==> src/rtl/sreg_pkg.sv <==
package sreg_pkg;

    localparam int BYTE_W     = 8;
    localparam int NUM_REG    = 16;
    localparam int PTR_W      = $clog2(NUM_REG);
    localparam int NUM_CH     = 2;
    localparam int TC_W       = 2 * BYTE_W;
    localparam int PRE_SH_MAX = 6;
    localparam int DIV_W      = TC_W + 2 + PRE_SH_MAX;

    localparam logic [PTR_W-1:0] IX_STAT   = 4'd0;
    localparam logic [PTR_W-1:0] IX_SENT   = 4'd1;
    localparam logic [PTR_W-1:0] IX_RXCFG  = 4'd3;
    localparam logic [PTR_W-1:0] IX_LINE   = 4'd4;
    localparam logic [PTR_W-1:0] IX_TXCFG  = 4'd5;
    localparam logic [PTR_W-1:0] IX_RSTCTL = 4'd9;
    localparam logic [PTR_W-1:0] IX_CLKSRC = 4'd11;
    localparam logic [PTR_W-1:0] IX_TCLO   = 4'd12;
    localparam logic [PTR_W-1:0] IX_TCHI   = 4'd13;
    localparam logic [PTR_W-1:0] IX_EXTEN  = 4'd15;

    localparam logic [2:0] CMD_UPPER = 3'b001;

    typedef enum logic [1:0] {
        RST_NONE = 2'b00,
        RST_CH0  = 2'b01,
        RST_CH1  = 2'b10,
        RST_BOTH = 2'b11
    } rst_code_e;

    typedef enum logic {
        PS_BASE,
        PS_ARMED
    } ptr_state_e;

    function automatic logic [BYTE_W-1:0] soft_wr_val(input logic [PTR_W-1:0] idx,
                                                      input logic [BYTE_W-1:0] v);
        logic [BYTE_W-1:0] r;
        case (idx)
            4'd0:    r = '0;
            4'd1:    r = v & 8'h24;
            4'd3:    r = v & 8'hFE;
            4'd4:    r = v | 8'h04;
            4'd5:    r = v & 8'h61;
            4'd9:    r = v & 8'hDF;
            4'd10:   r = v & 8'h60;
            4'd14:   r = (v & 8'hC3) | 8'h20;
            4'd15:   r = 8'hF8;
            default: r = v;
        endcase
        return r;
    endfunction

    function automatic logic [BYTE_W-1:0] hard_wr_val(input logic [PTR_W-1:0] idx,
                                                      input logic [BYTE_W-1:0] v);
        logic [BYTE_W-1:0] s;
        logic [BYTE_W-1:0] r;
        s = soft_wr_val(idx, v);
        case (idx)
            4'd9:    r = (s & 8'h03) | 8'hC0;
            4'd10:   r = '0;
            4'd11:   r = 8'h08;
            4'd14:   r = (s & 8'hC0) | 8'h30;
            default: r = s;
        endcase
        return r;
    endfunction

    function automatic logic [BYTE_W-1:0] reset_rr_val(input logic [PTR_W-1:0] idx,
                                                       input logic [BYTE_W-1:0] v);
        logic [BYTE_W-1:0] r;
        case (idx)
            4'd0:    r = (v & 8'hB8) | 8'h44;
            4'd1:    r = (v & 8'h01) | 8'h06;
            4'd3:    r = '0;
            4'd10:   r = v & 8'h40;
            default: r = v;
        endcase
        return r;
    endfunction

endpackage

==> src/rtl/sreg_decode.sv <==
module sreg_decode
    import sreg_pkg::*;
(
    input  logic       addr_swap,
    input  logic [1:0] addr,
    output logic       ch_sel,
    output logic       is_data
);

    always_comb begin
        if (addr_swap) begin
            is_data = addr[1];
            ch_sel  = addr[0];
        end else begin
            is_data = addr[0];
            ch_sel  = addr[1];
        end
    end

endmodule

==> src/rtl/sreg_baud.sv <==
module sreg_baud
    import sreg_pkg::*;
(
    input  logic             clk,
    input  logic             rst_n,
    input  logic             upd,
    input  logic [1:0]       mode,
    input  logic [TC_W-1:0]  tc,
    output logic [DIV_W-1:0] div
);

    localparam logic [DIV_W-1:0] DIV_RST = DIV_W'(4);

    logic             upd_q;
    logic [DIV_W-1:0] base;
    logic [DIV_W-1:0] calc;

    always_comb begin
        base = (DIV_W'(tc) + DIV_W'(2)) << 1;
        unique case (mode)
            2'b00: calc = base;
            2'b01: calc = base << 4;
            2'b10: calc = base << 5;
            2'b11: calc = base << 6;
        endcase
    end

    always_ff @(posedge clk or negedge rst_n) begin
        if (!rst_n) begin
            upd_q <= 1'b0;
            div   <= DIV_RST;
        end else begin
            upd_q <= upd;
            if (upd_q) begin
                div <= calc;
            end
        end
    end

    AST_DIV_FLOOR: assert property (@(posedge clk) disable iff (!rst_n)
        div >= DIV_RST);

    AST_DIV_HOLDS: assert property (@(posedge clk) disable iff (!rst_n)
        !upd_q |=> $stable(div));

endmodule

==> src/rtl/sreg_chan.sv <==
module sreg_chan
    import sreg_pkg::*;
#(
    parameter int CH_ID = 0
)(
    input  logic              clk,
    input  logic              rst_n,
    input  logic              sel,
    input  logic              is_data,
    input  logic              acc_wr,
    input  logic              acc_rd,
    input  logic [BYTE_W-1:0] wdata,
    input  logic              rx_push,
    input  logic [BYTE_W-1:0] rx_byte,
    input  logic              soft_rst,
    input  logic              hard_rst,
    output rst_code_e         rst_req,
    output logic [BYTE_W-1:0] rd_byte,
    output logic              tx_fire,
    output logic [BYTE_W-1:0] tx_byte,
    output logic              rx_pop,
    output logic [DIV_W-1:0]  div
);

    logic [BYTE_W-1:0] wr_q [NUM_REG];
    logic [BYTE_W-1:0] rr_q [NUM_REG];
    logic [BYTE_W-1:0] rx_q;
    logic [PTR_W-1:0]  ptr_q, ptr_d;
    ptr_state_e        state_q, state_d;

    logic ctrl_wr, ctrl_rd, data_wr, data_rd;
    logic self_rst, reg_store, tc_upd;

    assign ctrl_wr  = sel && acc_wr && !is_data;
    assign ctrl_rd  = sel && acc_rd && !is_data;
    assign data_wr  = sel && acc_wr && is_data;
    assign data_rd  = sel && acc_rd && is_data;
    assign self_rst = soft_rst || hard_rst;

    always_comb begin
        if (ctrl_wr && state_q == PS_ARMED && ptr_q == IX_RSTCTL) begin
            rst_req = rst_code_e'(wdata[7:6]);
        end else begin
            rst_req = RST_NONE;
        end
    end

    assign reg_store = ctrl_wr && state_q == PS_ARMED && rst_req == RST_NONE;
    assign tc_upd    = reg_store && (ptr_q == IX_LINE || ptr_q == IX_TXCFG ||
                                     ptr_q == IX_TCLO || ptr_q == IX_TCHI);

    // pointer machine: next state
    always_comb begin
        ptr_d   = ptr_q;
        state_d = state_q;
        if (self_rst) begin
            ptr_d   = '0;
            state_d = PS_BASE;
        end else if (ctrl_rd) begin
            ptr_d   = '0;
            state_d = PS_BASE;
        end else if (ctrl_wr) begin
            unique case (state_q)
                PS_BASE: begin
                    ptr_d   = {wdata[5:3] == CMD_UPPER, wdata[2:0]};
                    state_d = (ptr_d != '0) ? PS_ARMED : PS_BASE;
                end
                PS_ARMED: begin
                    if (rst_req == RST_NONE) begin
                        ptr_d   = '0;
                        state_d = PS_BASE;
                    end
                end
            endcase
        end
    end

    // pointer machine: state register
    always_ff @(posedge clk or negedge rst_n) begin
        if (!rst_n) begin
            state_q <= PS_BASE;
            ptr_q   <= '0;
        end else begin
            state_q <= state_d;
            ptr_q   <= ptr_d;
        end
    end

    // register storage
    always_ff @(posedge clk or negedge rst_n) begin
        if (!rst_n) begin
            for (int i = 0; i < NUM_REG; i++) begin
                wr_q[i] <= '0;
                rr_q[i] <= '0;
            end
            rr_q[IX_STAT] <= 8'h04;
            rx_q          <= '0;
        end else if (hard_rst) begin
            for (int i = 0; i < NUM_REG; i++) begin
                wr_q[i] <= hard_wr_val(PTR_W'(i), wr_q[i]);
                rr_q[i] <= reset_rr_val(PTR_W'(i), rr_q[i]);
            end
            rx_q <= '0;
        end else if (soft_rst) begin
            for (int i = 0; i < NUM_REG; i++) begin
                wr_q[i] <= soft_wr_val(PTR_W'(i), wr_q[i]);
                rr_q[i] <= reset_rr_val(PTR_W'(i), rr_q[i]);
            end
            rx_q <= '0;
        end else begin
            if (reg_store) begin
                wr_q[ptr_q] <= wdata;
                if (ptr_q == IX_RXCFG && wdata[4]) begin
                    rr_q[IX_STAT][4] <= 1'b1;
                end
                if (ptr_q == IX_TCLO || ptr_q == IX_TCHI) begin
                    rr_q[ptr_q] <= wdata;
                end
            end
            if (data_wr) begin
                rr_q[IX_STAT][2] <= 1'b1;
                rr_q[IX_SENT][0] <= 1'b1;
            end
            if (data_rd) begin
                rr_q[IX_STAT][0] <= 1'b0;
            end else if (rx_push && wr_q[IX_RXCFG][0] && !rr_q[IX_STAT][0]) begin
                rx_q             <= rx_byte;
                rr_q[IX_STAT][0] <= 1'b1;
            end
        end
    end

    // strobe outputs
    always_ff @(posedge clk or negedge rst_n) begin
        if (!rst_n) begin
            tx_fire <= 1'b0;
            tx_byte <= '0;
            rx_pop  <= 1'b0;
        end else begin
            tx_fire <= data_wr && wr_q[IX_TXCFG][3];
            rx_pop  <= data_rd;
            if (data_wr) begin
                tx_byte <= wdata;
            end
        end
    end

    assign rd_byte = is_data ? rx_q : rr_q[ptr_q];

    sreg_baud u_baud (
        .clk   (clk),
        .rst_n (rst_n),
        .upd   (tc_upd),
        .mode  (wr_q[IX_LINE][7:6]),
        .tc    ({wr_q[IX_TCHI], wr_q[IX_TCLO]}),
        .div   (div)
    );

    AST_READ_CLEARS_PTR: assert property (@(posedge clk) disable iff (!rst_n)
        ctrl_rd |=> ptr_q == '0);

    AST_ARMED_WRITE_RETURNS: assert property (@(posedge clk) disable iff (!rst_n)
        (ctrl_wr && state_q == PS_ARMED && ptr_q != IX_RSTCTL) |=> ptr_q == '0);

    AST_RESET_CMD_HOLDS_PTR: assert property (@(posedge clk) disable iff (!rst_n)
        (ctrl_wr && ptr_q == IX_RSTCTL && wdata[7:6] != 2'b00 && !self_rst) |=> $stable(ptr_q));

    AST_RESET_CLEARS_PTR: assert property (@(posedge clk) disable iff (!rst_n)
        self_rst |=> state_q == PS_BASE && ptr_q == '0);

    AST_RESET_EXTEN: assert property (@(posedge clk) disable iff (!rst_n)
        self_rst |=> wr_q[IX_EXTEN] == 8'hF8);

    AST_HARD_CLKSRC: assert property (@(posedge clk) disable iff (!rst_n)
        hard_rst |=> wr_q[IX_CLKSRC] == 8'h08);

    AST_DATA_WR_STATUS: assert property (@(posedge clk) disable iff (!rst_n)
        (data_wr && !self_rst) |=> rr_q[IX_STAT][2] && rr_q[IX_SENT][0]);

    AST_TX_GATED: assert property (@(posedge clk) disable iff (!rst_n)
        tx_fire |-> $past(wr_q[IX_TXCFG][3]));

    AST_DATA_RD_CLEARS_AVAIL: assert property (@(posedge clk) disable iff (!rst_n)
        data_rd |=> !rr_q[IX_STAT][0]);

endmodule

==> src/rtl/sreg_dual_regfile.sv <==
module sreg_dual_regfile
    import sreg_pkg::*;
(
    input  logic                     clk,
    input  logic                     rst_n,
    input  logic                     addr_swap,
    input  logic                     acc_wr,
    input  logic                     acc_rd,
    input  logic [1:0]               addr,
    input  logic [BYTE_W-1:0]        wdata,
    output logic [BYTE_W-1:0]        rdata,
    input  logic [NUM_CH-1:0]        rx_push,
    input  logic [NUM_CH*BYTE_W-1:0] rx_byte,
    output logic [NUM_CH-1:0]        tx_valid,
    output logic [BYTE_W-1:0]        tx_byte,
    output logic [NUM_CH-1:0]        rx_pop,
    output logic [NUM_CH*DIV_W-1:0]  baud_div
);

    logic              ch_sel;
    logic              is_data;
    rst_code_e         req [NUM_CH];
    logic [1:0]        any_req;
    logic [NUM_CH-1:0] soft_rst;
    logic              hard_rst;
    logic [BYTE_W-1:0] rd_byte [NUM_CH];
    logic [BYTE_W-1:0] ch_tx_byte [NUM_CH];

    sreg_decode u_decode (
        .addr_swap (addr_swap),
        .addr      (addr),
        .ch_sel    (ch_sel),
        .is_data   (is_data)
    );

    always_comb begin
        any_req = 2'b00;
        for (int c = 0; c < NUM_CH; c++) begin
            any_req = any_req | req[c];
        end
        hard_rst = (any_req == RST_BOTH);
        for (int c = 0; c < NUM_CH; c++) begin
            soft_rst[c] = (any_req == 2'(c + 1));
        end
    end

    for (genvar g = 0; g < NUM_CH; g++) begin : g_ch
        sreg_chan #(.CH_ID(g)) u_chan (
            .clk      (clk),
            .rst_n    (rst_n),
            .sel      (ch_sel == 1'(g)),
            .is_data  (is_data),
            .acc_wr   (acc_wr),
            .acc_rd   (acc_rd),
            .wdata    (wdata),
            .rx_push  (rx_push[g]),
            .rx_byte  (rx_byte[g*BYTE_W +: BYTE_W]),
            .soft_rst (soft_rst[g]),
            .hard_rst (hard_rst),
            .rst_req  (req[g]),
            .rd_byte  (rd_byte[g]),
            .tx_fire  (tx_valid[g]),
            .tx_byte  (ch_tx_byte[g]),
            .rx_pop   (rx_pop[g]),
            .div      (baud_div[g*DIV_W +: DIV_W])
        );
    end

    always_comb begin
        tx_byte = '0;
        for (int c = 0; c < NUM_CH; c++) begin
            if (tx_valid[c]) begin
                tx_byte = ch_tx_byte[c];
            end
        end
    end

    assign rdata = acc_rd ? rd_byte[ch_sel] : '0;

    AST_TX_ONE_CHANNEL: assert property (@(posedge clk) disable iff (!rst_n)
        $onehot0(tx_valid));

    AST_POP_ONE_CHANNEL: assert property (@(posedge clk) disable iff (!rst_n)
        $onehot0(rx_pop));

    AST_RESET_EXCLUSIVE: assert property (@(posedge clk) disable iff (!rst_n)
        $countones({soft_rst, hard_rst}) <= 1);

endmodule

==> config.mk <==
export PLATFORM = sky130hd
export DESIGN_NAME = sreg_dual_regfile
export DESIGN_NICKNAME = d
export VERILOG_FILES = /design/src/rtl/sreg_pkg.sv /design/src/rtl/sreg_decode.sv /design/src/rtl/sreg_baud.sv /design/src/rtl/sreg_chan.sv /design/src/rtl/sreg_dual_regfile.sv
export SDC_FILE = /design/constraint.sdc
export NUM_CORES = 1
export LEC_CHECK = 0
export BUFFER_PORTS_ARGS = -buffer_cell sky130_fd_sc_hd__buf_4
export CORE_UTILIZATION = 40
export DETAILED_ROUTE_END_ITERATION = 16
export SLEW_MARGIN = 20
export SYNTH_ARGS = -nofsm -noshare
export SYNTH_HDL_FRONTEND = slang
export SYNTH_SLANG_ARGS = --single-unit
==> constraint.sdc <==
create_clock -name clk -period 6.2 [get_ports clk]
set_clock_uncertainty 0.15 [all_clocks]
set_input_delay 1.24 -clock clk [delete_from_list [all_inputs] [get_ports clk]]
set_output_delay 1.24 -clock clk [all_outputs]
set_load 0.005 [all_outputs]
==> summary.md <==
| Metric | Value |
|---|---|
| Hold WC Path Type | register to register |
| GP Congestion | 0.868 |
| Worst-Margin Slew | 1.00 ns |
| Initial core utilization | 40.9% |
| Largest area contributor in the netlist | dfrtp_1 |
| Top cell family by delay on the critical path | flip-flops |
| Post-Layout Cell Count | 1,967 |
| WP buf/inv | 2 |
| Period utilization | 76.2% |
| Top FF cell, synth | dfrtp_1 |
| Critical path cell sequence | buf_4 > mux2i_1 > o22ai_1 > a211oi_1 > a211o_1 > nand3_1 > buf_4 |
| Post-CTS Hold Buffers | 0 |
| Antenna-violating nets left | 0 |
| Vias in the first global route | 10,777 |
| I/O Buffers | 98 |
| Tightest hold margin | 0.220 ns |
| Routing usage on met2 | 26.8% |
| CORE AREA | 0.0422 mm² |
| Most common cell after layout, fill and taps aside | dfrtp_1 |
| CP Max Fanout | 32 |
| Post-synthesis cell area | 0.0173 mm² |
| Seq/Total Area, Yosys | 56.6% |
| GR Overflow Total | 0 |
| Filler cells | 3,876 |
| Synth top area share | 56.0% |
| CTS root buf | clkbuf_16 |
| Vias per inst | 5.43 |
| Arr. time, crit path | 3.34 ns |
| Initial DRC count | 851 |
| Die ar. | 0.0440 mm² |
| DRC viols | 0 |
| Final WL | 39,500 µm |
| Initial antenna violation count | 0 |
| Placed Cells | 1,892 |
| Detailed Routing Iterations Pass 1 | 5 |
| Number of max-cap violations | 0 |
| I/O pins | 101 |
| Layout area overhead | 10.6% |
| Clk_lat worst skew | 0.56 ns |
| Syn Area/Cell | 11.4 µm² |
| Outcome | complete, no violations |
| Yosys warns | 0 |
| Global Route Usage Sum | 18.4% |
| Final HPWL DP | 26,200 µm |
| Max clock buf depth | 3 |
| Synth cell types | 82 |
| Final hold violations | 0 |
| Grt met3 use | 2.96% |
| TritonCTS clock tree | built |
| Met1 Use GR | 28.3% |
| Setup crit start kind | register |
| Max-Slew Margin vs Limit | 33.0% |
| Synth area leaders | dfrtp_1 (56%), mux2i_1 (6.4%), clkbuf_1 (4.8%), mux2_2 (4.6%), mux4_2 (2.7%) |
| Post-Syn Instances | 1,511 |
| Maximum vdd ir drop | 0.183 mV |
| PwrDens | 306 mW/mm² |
| CTS Buf Count | 41 |
| Leak | 0.00875 µW |
| Antenna cells | 0 |
| Commonest cells after routing, fill and taps aside | dfrtp_1 (384), mux2i_1 (110), buf_4 (102) |
| RSZ-0062 raised after global routing | no |
| Yosys reg bits | 390 |
| Worst Setup Path Type | register to output pin |
| Clk sinks | 390 |
| Total number of vias | 10,685 |
| Reg clk slew, reported paths | 0.06 ns |
| Largest net degree at the start of global routing | 162 |
| H-tree levels | 2 |
| Chip height | 210 µm |
| Async S/R FF share, synth | 100% |
| NumNets Final | 1,432 |
| Cts repair resizes | 0 |
| Die Width | 210 µm |
| Rows | 75 |
| Layout cells sized above 1 | 20.8% |
| GRT busiest layer | met1 |
| Crit path top cell by count | buf_4 |
| Global-route wire length before repair | 63,500 µm |
| Max-slew violation count | 0 |
| Final min period | 4.73 ns |
| Slowest cell on the critical path | dfrtp_2 |
| Crit path largest cell delay | 0.94 ns |
| CP required | 4.81 ns |
| Total negative slack | 0 ns |
| Fmax | 0.212 GHz |
| Drt wl/cell | 20.1 µm |
| Worst Setup End Kind | output pin |
| # setup viols final | 0 |
| Setup bufs post-CTS | 0 |
| Post-synth EDFFs | 0 |
per-stage QoR:
step	utilization (%)	setup slack [ns]	power (µW)	cell area, µm²
finish	45.2	1.47	5850	19100
global route	45.2	1.29	6080	19100
CTS	45.1	1.51	5910	19100
floorplan	-	2.42	3150	17300
detailed placement	41.9	1.83	3410	17700
global placement	41.9	1.82	3400	17700
flip-flops by register name, summed over array words and instances, names as in the netlist:
signal                    flops
g_ch.u_chan.u_baud.upd_q      2
g_ch.u_chan.rx_pop            2
g_ch.u_chan.rr_q            256
g_ch.u_chan.tx_fire           2
g_ch.u_chan.rx_q             16
g_ch.u_chan.ptr_q             8
g_ch.u_chan.state_q           2
g_ch.u_chan.u_baud.div       46
g_ch.u_chan.wr_q             40
g_ch.u_chan.tx_byte          16
cells by family after synthesis:
| logic type | after synthesis | share of synthesized area (%) |
|---|---|---|
| flip-flops | 390 | 56.6 |
| XOR/XNOR | 28 | 1.42 |
| multiplexers | 201 | 13.7 |
| adder cells (fa/ha/maj) | 2 | 0.145 |
| AO/OA/AOI/OAI | 259 | 11.0 |
| buffers and inverters | 285 | 6.73 |
| other | 1 | 0.0217 |
| AND/OR/NAND/NOR | 345 | 10.5 |
report_power, final:
part	leakage (µW)	total, µW	switching [µW]	internal (µW)
registers	0.00535	2780	131	2650
clock network	0.000680	2490	1020	1470
logic	0.00272	577	323	254
total	0.00875	5850	1480	4370
Yosys cell counts (4+ instances only):
cell,n
nor2_1,75
nand4_1,12
and2_1,19
nand2_1,80
buf_4,10
buf_6,4
inv_1,18
a21o_1,5
nor3_1,11
o2bb2ai_1,10
buf_1,10
xor2_1,16
a211oi_1,17
buf_2,18
a21oi_1,29
nand3_1,34
nand2b_1,12
nor2b_1,42
a22o_1,20
a32oi_1,8
nor4_1,12
xnor2_1,12
a221oi_1,9
dfrtp_1,386
nand3b_1,7
o21ai_0,43
dfstp_2,4
clkbuf_1,221
a22oi_1,37
a31oi_1,7
o22ai_1,14
mux2i_1,110
mux4_2,21
and2_4,11
a211o_1,8
a222oi_1,4
nor3b_1,5
and3_1,4
mux2_2,70
o221ai_1,5
layout make-up:
| type | instances | area (µm²) | share of cell area (%) |
|---|---|---|---|
| well taps | 539 | 674 | 3.53 |
| clock inverters | 12 | 146 | 0.767 |
| multi-input cells | 837 | 6340 | 33.2 |
| clock buffers | 62 | 1240 | 6.48 |
| inverters | 21 | 78.8 | 0.413 |
| repair buffers | 106 | 848 | 4.44 |
| flip-flops and latches | 390 | 9770 | 51.2 |
final timing paths:
path                                                                 end                                start  slack (ns)  cells after the start
max in group asynchronous            g_ch[1].u_chan.rr_q[36]$_DFFE_PN0P_                                rst_n        4.10                      2
worst max register to register      g_ch[0].u_chan.rr_q[113]$_DFFE_PN0P_  g_ch[0].u_chan.ptr_q[0]$_DFFE_PN0P_        2.89                      5
worst max-delay path                                            rdata[3]  g_ch[1].u_chan.ptr_q[1]$_DFFE_PN0P_        1.47                      7
min in group asynchronous       g_ch[0].u_chan.u_baud.div[1]$_DFFE_PN0P_                                rst_n        0.54                      1
worst min-delay path                 g_ch[1].u_chan.rr_q[55]$_DFFE_PN0P_  g_ch[1].u_chan.rr_q[55]$_DFFE_PN0P_        0.22                      0
worst min register to register       g_ch[1].u_chan.rr_q[55]$_DFFE_PN0P_  g_ch[1].u_chan.rr_q[55]$_DFFE_PN0P_        0.22                      0
per-layer routing:
metal / routed length, µm / vias to the layer above
li1: - / 5015
met1: 19400 / 5327
met2: 17300 / 290
met3: 2010 / 53
met4: 817 / 0
met5: 0 / -
No activity file was read; power rests on OpenSTA's default activity.
